## config.mk

```make
export PLATFORM = sky130hd
export DESIGN_NAME = pio_port
export DESIGN_NICKNAME = d
export VERILOG_FILES = /design/src/rtl/pio_pkg.sv /design/src/rtl/pio_sync.sv /design/src/rtl/pio_edge_cap.sv /design/src/rtl/pio_port.sv
export SDC_FILE = /design/constraint.sdc
export NUM_CORES = 1
export LEC_CHECK = 0
export CORE_MARGIN = 5
export CORE_UTILIZATION = 45
export CTS_CLUSTER_SIZE = 12
export DETAILED_ROUTE_END_ITERATION = 10
export MAX_ROUTING_LAYER = met4
export PLACE_DENSITY = 0.82
export SLEW_MARGIN = 20
export SYNTH_ARGS = -nofsm -noshare
export SYNTH_HDL_FRONTEND = slang
export SYNTH_SLANG_ARGS = --single-unit
```

## constraint.sdc

```tcl
create_clock -name clk -period 2.56 [get_ports clk]
set_clock_uncertainty 0.1 [all_clocks]
set_input_delay 0.64 -clock clk [delete_from_list [all_inputs] [get_ports clk]]
set_output_delay 0.64 -clock clk [all_outputs]
set_load 0.05 [all_outputs]
```

## src/rtl/pio_pkg.sv

```systemverilog
package pio_pkg;

  typedef enum logic [1:0] {
    PIO_BIDIR    = 2'd0,
    PIO_IN_ONLY  = 2'd1,
    PIO_IN_OUT   = 2'd2,
    PIO_OUT_ONLY = 2'd3
  } pio_mode_e;

  typedef enum logic [1:0] {
    EDGE_OFF  = 2'd0,
    EDGE_RISE = 2'd1,
    EDGE_FALL = 2'd2,
    EDGE_BOTH = 2'd3
  } edge_sel_e;

  typedef enum logic [1:0] {
    IRQ_OFF   = 2'd0,
    IRQ_LEVEL = 2'd1,
    IRQ_EDGE  = 2'd2
  } irq_src_e;

  localparam logic [1:0] OFS_DATA = 2'd0;
  localparam logic [1:0] OFS_DIR  = 2'd1;
  localparam logic [1:0] OFS_MASK = 2'd2;
  localparam logic [1:0] OFS_EDGE = 2'd3;

endpackage

```

## src/rtl/pio_sync.sv

```systemverilog
module pio_sync #(
  parameter int W      = 8,
  parameter int STAGES = 2
) (
  input  logic         clk,
  input  logic         rst_n,
  input  logic [W-1:0] din,
  output logic [W-1:0] q,
  output logic [W-1:0] q_prev
);
  localparam int DEPTH = STAGES + 1;

  logic [DEPTH-1:0][W-1:0] chain;

  always_ff @(posedge clk or negedge rst_n) begin
    if (!rst_n) begin
      chain <= '0;
    end else begin
      chain[0] <= din;
      for (int i = 1; i < DEPTH; i++) chain[i] <= chain[i-1];
    end
  end

  assign q      = chain[STAGES-1];
  assign q_prev = chain[STAGES];
endmodule

```

## src/rtl/pio_edge_cap.sv

```systemverilog
module pio_edge_cap
  import pio_pkg::*;
#(
  parameter int        W   = 8,
  parameter edge_sel_e SEL = EDGE_RISE
) (
  input  logic         clk,
  input  logic         rst_n,
  input  logic [W-1:0] sample,
  input  logic [W-1:0] prev,
  input  logic         clr,
  output logic [W-1:0] cap_q,
  output logic [W-1:0] hit
);
  generate
    case (SEL)
      EDGE_RISE: begin : g_rise
        assign hit = sample & ~prev;
      end
      EDGE_FALL: begin : g_fall
        assign hit = ~sample & prev;
      end
      EDGE_BOTH: begin : g_both
        assign hit = sample ^ prev;
      end
      default: begin : g_off
        logic unused_cmp;
        assign unused_cmp = ^{sample, prev};
        assign hit = '0;
      end
    endcase
  endgenerate

  // a detected edge overrides a clear in the same cycle
  always_ff @(posedge clk or negedge rst_n) begin
    if (!rst_n) cap_q <= '0;
    else        cap_q <= (clr ? '0 : cap_q) | hit;
  end
endmodule

```

## src/rtl/pio_port.sv

```systemverilog
module pio_port
  import pio_pkg::*;
#(
  parameter int        WIDTH       = 8,
  parameter int        BUS_W       = 32,
  parameter pio_mode_e MODE        = PIO_BIDIR,
  parameter edge_sel_e EDGE        = EDGE_RISE,
  parameter irq_src_e  IRQ         = IRQ_EDGE,
  parameter int        SYNC_STAGES = 2
) (
  input  logic             clk,
  input  logic             rst_n,
  input  logic [1:0]       addr,
  input  logic             rd,
  input  logic             wr,
  input  logic [BUS_W-1:0] wdata,
  output logic [BUS_W-1:0] rdata,
  input  logic [WIDTH-1:0] pin_in,
  output logic [WIDTH-1:0] pin_out,
  output logic [WIDTH-1:0] pin_oe,
  output logic             irq
);
  localparam bit HAS_IN  = (MODE != PIO_OUT_ONLY);
  localparam bit HAS_OUT = (MODE != PIO_IN_ONLY);
  localparam bit IS_TRI  = (MODE == PIO_BIDIR);
  localparam bit CAP_ON  = HAS_IN && (EDGE != EDGE_OFF);
  localparam bit IRQ_ON  = HAS_IN && (IRQ != IRQ_OFF);

  generate
    if (WIDTH < 1 || WIDTH > 32) begin : g_bad_width
      $error("pio_port: WIDTH must be within 1..32");
    end
    if (BUS_W < WIDTH) begin : g_bad_bus
      $error("pio_port: BUS_W narrower than WIDTH");
    end
    if (IRQ == IRQ_EDGE && HAS_IN && !CAP_ON) begin : g_bad_irq
      $error("pio_port: edge interrupt needs edge capture");
    end
  endgenerate

  logic [WIDTH-1:0] wd;
  logic [WIDTH-1:0] sync_q, prev_q, cap_bits, edge_hit;
  logic [WIDTH-1:0] out_q, dir_q, mask_q;
  logic [BUS_W-1:0] rd_word, rdata_q;
  logic             wr_clr;
  logic             unused_bits;

  assign wd          = wdata[WIDTH-1:0];
  assign wr_clr      = wr && (addr == OFS_EDGE);
  assign unused_bits = ^{wdata, pin_in, prev_q, wr_clr};

  // input path
  generate
    if (HAS_IN) begin : g_in
      pio_sync #(.W(WIDTH), .STAGES(SYNC_STAGES)) u_sync (
        .clk    (clk),
        .rst_n  (rst_n),
        .din    (pin_in),
        .q      (sync_q),
        .q_prev (prev_q)
      );
      pio_edge_cap #(.W(WIDTH), .SEL(EDGE)) u_edge (
        .clk    (clk),
        .rst_n  (rst_n),
        .sample (sync_q),
        .prev   (prev_q),
        .clr    (wr_clr),
        .cap_q  (cap_bits),
        .hit    (edge_hit)
      );
    end else begin : g_no_in
      assign sync_q   = '0;
      assign prev_q   = '0;
      assign cap_bits = '0;
      assign edge_hit = '0;
    end
  endgenerate

  // output data register
  generate
    if (HAS_OUT) begin : g_out
      always_ff @(posedge clk or negedge rst_n) begin
        if (!rst_n)                       out_q <= '0;
        else if (wr && addr == OFS_DATA)  out_q <= wd;
      end
    end else begin : g_no_out
      assign out_q = '0;
    end
  endgenerate

  // direction register (bidirectional only)
  generate
    if (IS_TRI) begin : g_dir
      always_ff @(posedge clk or negedge rst_n) begin
        if (!rst_n)                      dir_q <= '0;
        else if (wr && addr == OFS_DIR)  dir_q <= wd;
      end
      assign pin_oe = dir_q;
    end else begin : g_no_dir
      assign dir_q  = '0;
      assign pin_oe = {WIDTH{HAS_OUT}};
    end
  endgenerate

  // interrupt mask and source
  generate
    if (IRQ_ON) begin : g_mask
      always_ff @(posedge clk or negedge rst_n) begin
        if (!rst_n)                       mask_q <= '0;
        else if (wr && addr == OFS_MASK)  mask_q <= wd;
      end
    end else begin : g_no_mask
      assign mask_q = '0;
    end

    if (IRQ_ON && IRQ == IRQ_LEVEL) begin : g_irq_lvl
      assign irq = |(sync_q & mask_q);
    end else if (IRQ_ON && IRQ == IRQ_EDGE) begin : g_irq_edge
      assign irq = |(cap_bits & mask_q);
    end else begin : g_irq_none
      assign irq = 1'b0;
    end
  endgenerate

  // read mux and one-wait-state read register
  always_comb begin
    rd_word = '0;
    unique case (addr)
      OFS_DATA: rd_word[WIDTH-1:0] = sync_q;
      OFS_DIR:  rd_word[WIDTH-1:0] = dir_q;
      OFS_MASK: rd_word[WIDTH-1:0] = mask_q;
      default:  rd_word[WIDTH-1:0] = cap_bits;
    endcase
  end

  always_ff @(posedge clk or negedge rst_n) begin
    if (!rst_n) rdata_q <= '0;
    else        rdata_q <= rd ? rd_word : '0;
  end

  assign rdata   = rdata_q;
  assign pin_out = out_q;
endmodule

```

# After elaboration in Yosys (flattened, before gate mapping)
# Cells that the tools add are included.
# Widths: inputs -> output; s select.
classes:
  muxes: 3
  n_reduce_logical: 6
  bitwise_logic: 4
  eq_ne: 3
op_table:
  columns: ["cell", "count"]
  rows:
  - ["$pmux 8 s3", 1]
  - ["$and 8x8->8", 2]
  - ["$mux 8", 2]
  - ["$not 8->8", 1]
  - ["$or 8x8->8", 1]
  - ["$reduce_or 8->1", 1]
  - ["$eq 2x2->1 const B", 2]
  - ["$logic_and 1x1->1", 4]
  - ["$eq 2x1->1 const B", 1]
  - ["$logic_not 2->1", 1]
word_totals:
  output_inout_bits: 49
  reg_bits: 64

# Logic depth before layout (Yosys ltp)
# Gate-level depths: netlist of the first run.
logic_depth:
  word_depth: 4
  ltp_mapped: 4
  depth_no_buf: 2

# By module
# A second synthesis of the first run with hierarchy kept.
unflattened:
  cells_unflattened: 184
  area_unflattened_um2: 2686.3
by_module_without_submodules:
  columns: ["mod", "seq_area_each_um2", "instances", "cells_each", "area_per_inst_um2"]
  rows:
  - ["pio_port", 800.8, 1, 119, 1591.5]
  - ["pio_sync", 600.6, 1, 40, 720.7]
  - ["pio_edge_cap", 200.2, 1, 25, 374.1]

# Worst setup path before layout of the first run
# OpenSTA, ideal clock, no wires.
synth_path:
  kind: "reg2out"
  startpoint: "register g_in.u_edge.cap_q[6]"
  endpoint: "output irq"
  setup_slack_ns: 0.780
  path_stages_with_launch: 3
  arrival_ns: 1.040
  t_required_ns: 1.820
  cell_sequence: "dfrtp_1 > a22oi_1 > nand4_1"
synth_between:
  elab_chain_len: 2
synth_lines:
  columns: ["element", "line_no", "rtl"]
  rows:
  - ["from (decl)", "pio_edge_cap.sv:12", "output logic [W-1:0] cap_q,"]
  - ["from (signal assigned)", "pio_edge_cap.sv:37", "else cap_q <= (clr ? '0 : cap_q) | hit;"]
  - ["$and 8x8->8", "pio_port.sv:119", "assign irq = |(cap_bits & mask_q);"]
  - ["$reduce_or 8->1", "pio_port.sv:119", null]
  - ["to (decl)", "pio_port.sv:21", "output logic irq"]
# No other way between the ends.

# Worst setup path in the final report of the first run
layout_path:
  startpoint: "register dir_q[7] (netlist: pin_oe[7])"
  endpoint: "output pin_oe[7]"
layout_lines:
  columns: ["element", "line_no", "rtl"]
  rows:
  - ["from (decl)", "pio_port.sv:43", "logic [WIDTH-1:0] out_q, dir_q, mask_q;"]
  - ["from (signal assigned)", "pio_port.sv:96", "else if (wr && addr == OFS_DIR) dir_q <= wd;"]
  - ["to (decl)", "pio_port.sv:20", "output logic [WIDTH-1:0] pin_oe,"]
# No word-level cell between the ends.

==> impl_metrics.ini, run 1 <==
[run_status]
outcome = finished, final reports clean

[yosys]
synth_top_area_share = 0.6442
syn_area_per_cell_um2 = 14.89
synth.most_common_cell = dfrtp_1
syn_area_mm2 = 0.002486
ys.flop_type = dfrtp_1
ys_seq_elements = 64
synth_common_cells = 64 x dfrtp_1, 26 x buf_4, 24 x mux2_2
yosysTopAreaCell = dfrtp_1
synth.distinct_cells = 17
syn_inst = 167
synthArstFlopShare = 1.000
yosys_warnings = 0
synth_edf_count = 0
seq_area_frac_synth = 0.6442
yosys-top-cells-area = dfrtp_1 64%, mux2_2 11%, buf_4 7.9%

[power_and_ir_drop]
power_leakage_uw = 0.001500
powerDensity_mw_per_mm2 = 932.7
ir_drop_uv = 451.8
total_power_uw = 3011

[global_routing]
grt_overflow = 0
antenna_found_initial = 0
grt_max_degree = 42
grt_pass1_wl_mm = 7.721
grtUsageTotal = 0.1503
first_global_vias = 1465

[critical_path]
crit_family = buffers and inverters
ff2ff_path_depth = 2
cpPeakStageDelay_ns = 0.84
path_max_fanout = 3
worst-endpoint-arrival_ns = 1.56
r2r_slack_ns = 1.65
r2r-end = rdata[4]
end_kind = primary output
crit_buf_inv = 1
cp_slowest_cell = clkdlybuf4s50_1
critical_path_class = reg -> out
cp-start-kind = flip-flop
worstPathRequired_ns = 1.82
r2r-start = g_in.u_sync.q[4]
crit_chain = clkdlybuf4s50_1

[final_layout]
n_antenna_cell = 0
drive_gt1_frac = 0.2096
syn2layout_area_growth_pct = 29.84
fin_nets = 270

[route]
firstDrtPassIters = 4
postRouteAntennaNets = 0
drc = 0
dr_total_vias = 1425
wl_per_cell_um = 15.73
drt_first_iter_violations = 103
post_drt_via_cell_ratio = 4.734
postRouteWirelength_mm = 4.734

[clock_network]
clk_latency_ns = 0.33
clkTransAtPathRegs_ns = 0.07
cts_setup_buffers = 0
clockBufferDepth = 2
cts_root_buf = clkbuf_8
cts.htree.levels = 3
cts_made_buffers = 9
cts_tree = built
hold_buffers = 0
cts_sinks = 64
post_cts_resized = 1

[timing]
setup_viol = 0
worst_pin_slew_ns = 0.5405
slew_headroom = 0.6397
fmax_ghz = 0.4339
period_share = 0.9003
finalMaxSlewViolations = 0
hold_viol_final = 0
fin_crit_ns = 2.305
final.setup.tns_ns = 0
rsz0062_at_grt = false

[run]
max_cap_viol_count = 0

[floorplan]
die_height_um = 84.33
start_util = 0.4571
core_area_mm2 = 0.005439
row_count = 27
die_width_um = 84.33
die_area_mm2 = 0.007112
num_io_pins = 95

[placement]
numPortBuffers = 46
dp_hpwl_mm = 3.324
gp_congestion = 0.8139

[hold_path]
hold_class = in -> async
per-layer routing:
metal | track usage | share of wire | up-vias
met3 | 0.05299 | 0.060 | 6
li1 | - | - | 654
met1 | 0.1836 | 0.42 | 718
met4 | 0.07770 | 0.015 | 0
met2 | 0.2202 | 0.51 | 47
met5 | - | 0 | -
state kept, by name, indices dropped and copies added (netlist names):
name / flops
g_in.u_edge.cap_q: 8
g_in.u_sync.chain: 8
g_in.u_sync.q: 8
g_in.u_sync.q_prev: 8
mask_q: 8
pin_oe: 8
pin_out: 8
rdata: 8
logic make-up after synthesis:
kind of cell | count (synthesis) | synth area share
flops | 64 | 0.6442
simple gates | 7 | 0.02869
buf+inv | 35 | 0.09210
compound gates | 20 | 0.06039
mux | 40 | 0.1731
other cells | 1 | 0.001508
worst max path at each step:
stage | cells past startpoint | from | slack (ns) | end
after detailed placement | 4 | addr[0] | 0.27 | g_in.u_edge.cap_q[0]
after global placement | 4 | addr[0] | 0.27 | g_in.u_edge.cap_q[6]
final | 1 | pin_oe[7] | 0.26 | pin_oe[7]
after floorplan | 2 | g_in.u_edge.cap_q[6] | 0.78 | irq
after CTS | 3 | g_in.u_edge.cap_q[6] | 0.22 | irq
after global routing | 3 | g_in.u_edge.cap_q[6] | 0.15 | irq
power by group:
group | total (uW) | switching, uW | internal, uW
clock | 1130 | 365 | 768
sequential | 1210 | 75.1 | 1130
combinational | 671 | 430 | 241
total | 3010 | 870 | 2140
stage by stage:
stage / instance area, um^2 / setup WS [ns] / hold slack, ns / std cells / util
after global routing: 3228 / 0.1528 / 0.2084 / 301 / 0.5935
after floorplan: 2572 / 0.7799 / 0.2312 / 190 / -
after global placement: 2962 / 0.2727 / 0.2327 / 285 / 0.5445
final: 3228 / 0.2551 / 0.1855 / 301 / 0.5935
after CTS: 3228 / 0.2248 / 0.1873 / 301 / 0.5935
after detailed placement: 2962 / 0.2700 / 0.2347 / 285 / 0.5445
final cells by class:
cell class / instances / area, um^2
multi-input combinational: 91 / 742.0
fill: 443 / 2211
tap: 72 / 90.09
clock buffer: 10 / 137.6
sequential: 64 / 1602
clock inverter: 6 / 130.1
inverter: 8 / 30.03
timing repair buffer: 50 / 496.7
cells in the final DEF (no fill, tap or decap), drive strengths merged, types with 4 or more instances in the layout:
cell type      instances
inv                    8
a22oi                  4
a22o                   8
clkdlybuf4s50         44
mux2                  24
bufinv                 4
mux2i                 16
o22ai                  8
clkbuf                10
buf                    5
conb                  24
dfrtp                 64
(Power assumes the default switching activity.)
==> inputs of run 2 (changes only) <==
--- a/config.mk
+++ b/config.mk
@@ -5,12 +5,14 @@
 export SDC_FILE = /design/constraint.sdc
 export NUM_CORES = 1
 export LEC_CHECK = 0
+export CELL_PAD_IN_SITES_DETAIL_PLACEMENT = 0
+export CELL_PAD_IN_SITES_GLOBAL_PLACEMENT = 1
 export CORE_MARGIN = 5
-export CORE_UTILIZATION = 45
+export CORE_UTILIZATION = 37
 export CTS_CLUSTER_SIZE = 12
 export DETAILED_ROUTE_END_ITERATION = 10
 export MAX_ROUTING_LAYER = met4
-export PLACE_DENSITY = 0.82
+export PLACE_DENSITY_LB_ADDON = 0.1
 export SLEW_MARGIN = 20
 export SYNTH_ARGS = -nofsm -noshare
 export SYNTH_HDL_FRONTEND = slang
==> run 2 against run 1 <==
Sequential share of layout area is 0.86 points higher. Wire length increased by 3.9%. Total power fell by 8.6%. Flip-flop and latch count did not move. Critical path type unchanged.
==> impl_metrics.ini, run 2 (same netlist as run 1, synthesis figures left out) <==
[run_status]
outcome = finished, final reports clean

[route]
firstDrtPassIters = 6
drt_first_iter_violations = 39
drc = 0
postRouteAntennaNets = 0
post_drt_via_cell_ratio = 4.709
dr_total_vias = 1441
postRouteWirelength_mm = 4.918
wl_per_cell_um = 16.07

[global_routing]
grt_max_degree = 39
first_global_vias = 1581
antenna_found_initial = 0
grt_overflow = 0
grt_pass1_wl_mm = 8.121
grtUsageTotal = 0.1309

[floorplan]
row_count = 29
core_area_mm2 = 0.006459
die_width_um = 91.97
num_io_pins = 95
start_util = 0.3849
die_area_mm2 = 0.008458
die_height_um = 91.97

[timing]
worst_pin_slew_ns = 0.6166
period_share = 0.8934
slew_headroom = 0.5889
setup_viol = 0
hold_viol_final = 0
fin_crit_ns = 2.287
final.setup.tns_ns = 0
rsz0062_at_grt = false
fmax_ghz = 0.4373
finalMaxSlewViolations = 0

[power_and_ir_drop]
total_power_uw = 2751
power_leakage_uw = 0.001466
ir_drop_uv = 368.4
powerDensity_mw_per_mm2 = 866.9

[critical_path]
worstPathRequired_ns = 1.82
crit_buf_inv = 1
worst-endpoint-arrival_ns = 1.55
critical_path_class = reg -> out
cp-start-kind = flip-flop
cpPeakStageDelay_ns = 0.45
crit_family = buffers and inverters
cp_slowest_cell = dlygate4sd2_1
crit_chain = a22oi_1 > nand4_1 > dlygate4sd2_1
path_max_fanout = 3
end_kind = primary output

[final_layout]
syn2layout_area_growth_pct = 27.63
drive_gt1_frac = 0.2096
final_common_cell = dfrtp_1
final_cell_mix = 64 x dfrtp_1, 44 x clkdlybuf4s50_1, 24 x mux2_2, 24 x conb_1, 16 x mux2i_1
fin_nets = 270
n_antenna_cell = 0
n_fill_cell = 557

[clock_network]
clk_latency_ns = 0.33
cts_sinks = 64
cts.htree.levels = 3
clkTransAtPathRegs_ns = 0.07
cts_setup_buffers = 0
cts_made_buffers = 9
hold_buffers = 0
cts_root_buf = clkbuf_8
clockBufferDepth = 2
cts_tree = built

[placement]
numPortBuffers = 46
dp_hpwl_mm = 3.468
gp_congestion = 0.8033

[hold_path]
hold_class = in -> async

[run]
max_cap_viol_count = 0
-- run 2: cell count changes in the layout (fill, tap and decap cells not counted), sizes merged --
| cell | change |
|---|---|
| bufinv | -3 |
| clkbuf | +1 |
| clkinvlp | +2 |
-- run 2: cell type report --
cell class	instances	area (um^2)	area share
clock buffer	11	151.4	0.04771
inverter	8	30.03	0.009464
timing repair buffer	50	496.7	0.1565
tap	77	96.34	0.03036
sequential	64	1602	0.5047
multi-input combinational	91	742.0	0.2338
clock inverter	5	55.05	0.01735
-- run 2: final timing paths --
kind / startpoint / end / slack [ns] / depth (start not counted)
min in group clk: g_in.u_sync.chain[0] / g_in.u_sync.q[0] / 0.25 / 0
worst min register to register: g_in.u_sync.chain[0] / g_in.u_sync.q[0] / 0.25 / 0
worst max-delay path: g_in.u_edge.cap_q[3] / irq / 0.27 / 3
max in group asynchronous: rst_n / rdata[3] / 1.53 / 2
worst min-delay path: rst_n / g_in.u_sync.chain[2] / 0.21 / 1
worst max register to register: pin_oe[7] / rdata[7] / 1.66 / 2
-- run 2: routing by layer --
layer | vias up | wire [um] | track usage
li1 | 651 | - | -
met1 | 713 | 2188 | 0.1635
met2 | 65 | 2246 | 0.1904
met3 | 12 | 344 | 0.03273
met4 | 0 | 139 | 0.08168
met5 | - | 0 | -
-- run 2: stage by stage --
stage	utilization	hold slack, ns	cells	area [um^2]	setup WS (ns)
2_1_floorplan	-	0.2312	190	2572	0.7799
3_3_place_gp	0.4595	0.2334	290	2968	0.3006
3_5_place_dp	0.4595	0.2355	290	2968	0.2713
4_1_cts	0.4913	0.2205	306	3173	0.2153
5_1_grt	0.4913	0.2472	306	3173	0.1730
6_report	0.4913	0.2139	306	3173	0.2730
-- run 2: repair_timing --
| action | CTS | global route |
|---|---|---|
| resized for setup | 1 | 0 |
| setup endpoints to repair | 1 | 0 |
| hold endpoints to repair | 0 | 0 |
-- run 2: worst reg2reg max path, cell delays in order, from the launching register on --
cell	delay [ns]
dfrtp_1	0.40
mux2i_1	0.17
o22ai_1	0.10
-- run 2: power by group --
part / total [uW] / internal (uW) / leakage, uW / switching [uW]
combinational: 675 / 241 / 0.000613 / 434
sequential: 1210 / 1130 / 0.000751 / 74.2
clock: 870 / 499 / 0.000101 / 372
==> inputs of run 3 (changes only) <==
--- a/config.mk
+++ b/config.mk
@@ -6,9 +6,9 @@
 export NUM_CORES = 1
 export LEC_CHECK = 0
 export CELL_PAD_IN_SITES_DETAIL_PLACEMENT = 0
-export CELL_PAD_IN_SITES_GLOBAL_PLACEMENT = 1
+export CELL_PAD_IN_SITES_GLOBAL_PLACEMENT = 2
 export CORE_MARGIN = 5
-export CORE_UTILIZATION = 37
+export CORE_UTILIZATION = 30
 export CTS_CLUSTER_SIZE = 12
 export DETAILED_ROUTE_END_ITERATION = 10
 export MAX_ROUTING_LAYER = met4
==> run 3 against run 2 <==
First-iteration DRC count down 31%. Via count is 0.69% lower. Combinational power barely moved. Clock power down 8.4%. Cell area up 0.51%. Count of clock-buffer cells in the layout rose by 1. Utilization shrank 9.9 points. Global-route usage shrank 2.2 points. Total power decreased by 2.6%.
==> impl_metrics.ini, run 3 (same netlist as run 1, synthesis figures left out) <==
[timing]
hold_viol_final = 0
rsz0062_at_grt = false
fmax_ghz = 0.4311
setup_viol = 0
period_share = 0.9062
worst_pin_slew_ns = 0.5152
finalMaxSlewViolations = 0
slew_headroom = 0.6554
final.setup.tns_ns = 0
fin_crit_ns = 2.320

[clock_network]
cts.htree.levels = 3
hold_buffers = 0
cts_tree = built
cts_root_buf = clkbuf_8
post_cts_resized = 1
clkTransAtPathRegs_ns = 0.07
cts_sinks = 64
clockBufferDepth = 2
clk_latency_ns = 0.32
cts_setup_buffers = 0
cts_made_buffers = 9

[final_layout]
syn2layout_area_growth_pct = 28.28
final_cell_mix = 64 x dfrtp_1, 44 x clkdlybuf4s50_1, 24 x mux2_2, 24 x conb_1, 16 x mux2i_1
n_antenna_cell = 0
drive_gt1_frac = 0.2000
final_common_cell = dfrtp_1
fin_nets = 271

[placement]
gp_congestion = 0.7257
dp_hpwl_mm = 3.575
numPortBuffers = 46

[route]
postRouteAntennaNets = 0
postRouteWirelength_mm = 5.013
wl_per_cell_um = 14.96
dr_total_vias = 1431
drc = 0
drt_first_iter_violations = 27
firstDrtPassIters = 4
post_drt_via_cell_ratio = 4.272

[global_routing]
grt.busiest_layer = met2
grtUsageTotal = 0.1090
use_met1 = 0.1428
grt_overflow = 0
first_global_vias = 1566
antenna_found_initial = 0
grt_use_met2 = 0.1554
grt_max_degree = 65
grt_pass1_wl_mm = 8.086
met3_usage = 0.04291

[critical_path]
worst-endpoint-arrival_ns = 1.58
critical_path_class = reg -> out
worstPathRequired_ns = 1.82
cp-start-kind = flip-flop
end_kind = primary output
path_max_fanout = 3

[hold_path]
hold_class = in -> async

[run]
max_cap_viol_count = 0

[power_and_ir_drop]
ir_drop_uv = 297.4
power_leakage_uw = 0.001464
powerDensity_mw_per_mm2 = 839.7
total_power_uw = 2678

[floorplan]
die_height_um = 101.0
num_io_pins = 95
die_width_um = 101.0
start_util = 0.3056
core_area_mm2 = 0.008134
die_area_mm2 = 0.01021
row_count = 33

[run_status]
outcome = finished, final reports clean
==> run 3: cell types whose count changed in the layout (fill, tap and decap cells not counted) <==
cell	previous run	this run
clkbuf_1	0	3
clkinvlp_4	2	0
clkbuf_8	11	9
buf_4	3	4
clkinv_2	2	3
==> run 3: final timing paths <==
kind | start | endpoint | slack [ns] | depth (start not counted)
max in group asynchronous | rst_n | pin_oe[1] | 1.88 | 2
min reg2reg | g_in.u_sync.chain[0] | g_in.u_sync.q[0] | 0.25 | 0
max reg2reg | g_in.u_edge.cap_q[2] | rdata[2] | 1.66 | 2
min | rst_n | g_in.u_sync.chain[6] | 0.21 | 2
min in group clk | g_in.u_sync.chain[0] | g_in.u_sync.q[0] | 0.25 | 0
max | g_in.u_edge.cap_q[3] | irq | 0.24 | 3
==> run 3: worst max-delay path, stage by stage, from the launching register on <==
cell,delay [ns]
dfrtp_1,0.40
a22oi_1,0.25
nand4_1,0.14
dlygate4sd2_1,0.46
==> run 3: where the power goes <==
group          leakage, uW  switching (uW)  internal [uW]
clock            0.0000941             351            446
combinational     0.000619             433            242
sequential        0.000751            75.0           1130
total              0.00146             859           1820
==> run 3: cell type report <==
class,count,area (um^2)
multi-input cells,91,742.0
well taps,105,131.4
inverters,8,30.03
clock buffers,12,135.1
flip-flops and latches,64,1602
fillers,760,4945
repair buffers,51,504.2
clock inverters,4,45.04
==> run 3: metrics by stage <==
step / setup WS, ns / area [um^2] / cells / utilization / hold WS, ns
floorplan: 0.7799 / 2572 / 190 / - / 0.2312
global placement: 0.2641 / 3010 / 319 / 0.3701 / 0.2319
detailed placement: 0.2507 / 3010 / 319 / 0.3701 / 0.2365
CTS: 0.1770 / 3189 / 335 / 0.3921 / 0.2268
global route: 0.1370 / 3189 / 335 / 0.3921 / 0.2282
finish: 0.2403 / 3189 / 335 / 0.3921 / 0.2149
==> run 3: routing by layer <==
layer | share of wire | vias to the layer above
met1 | 0.46 | 703
li1 | - | 656
met4 | 0.0076 | 0
met3 | 0.083 | 5
met2 | 0.45 | 67
met5 | 0 | -
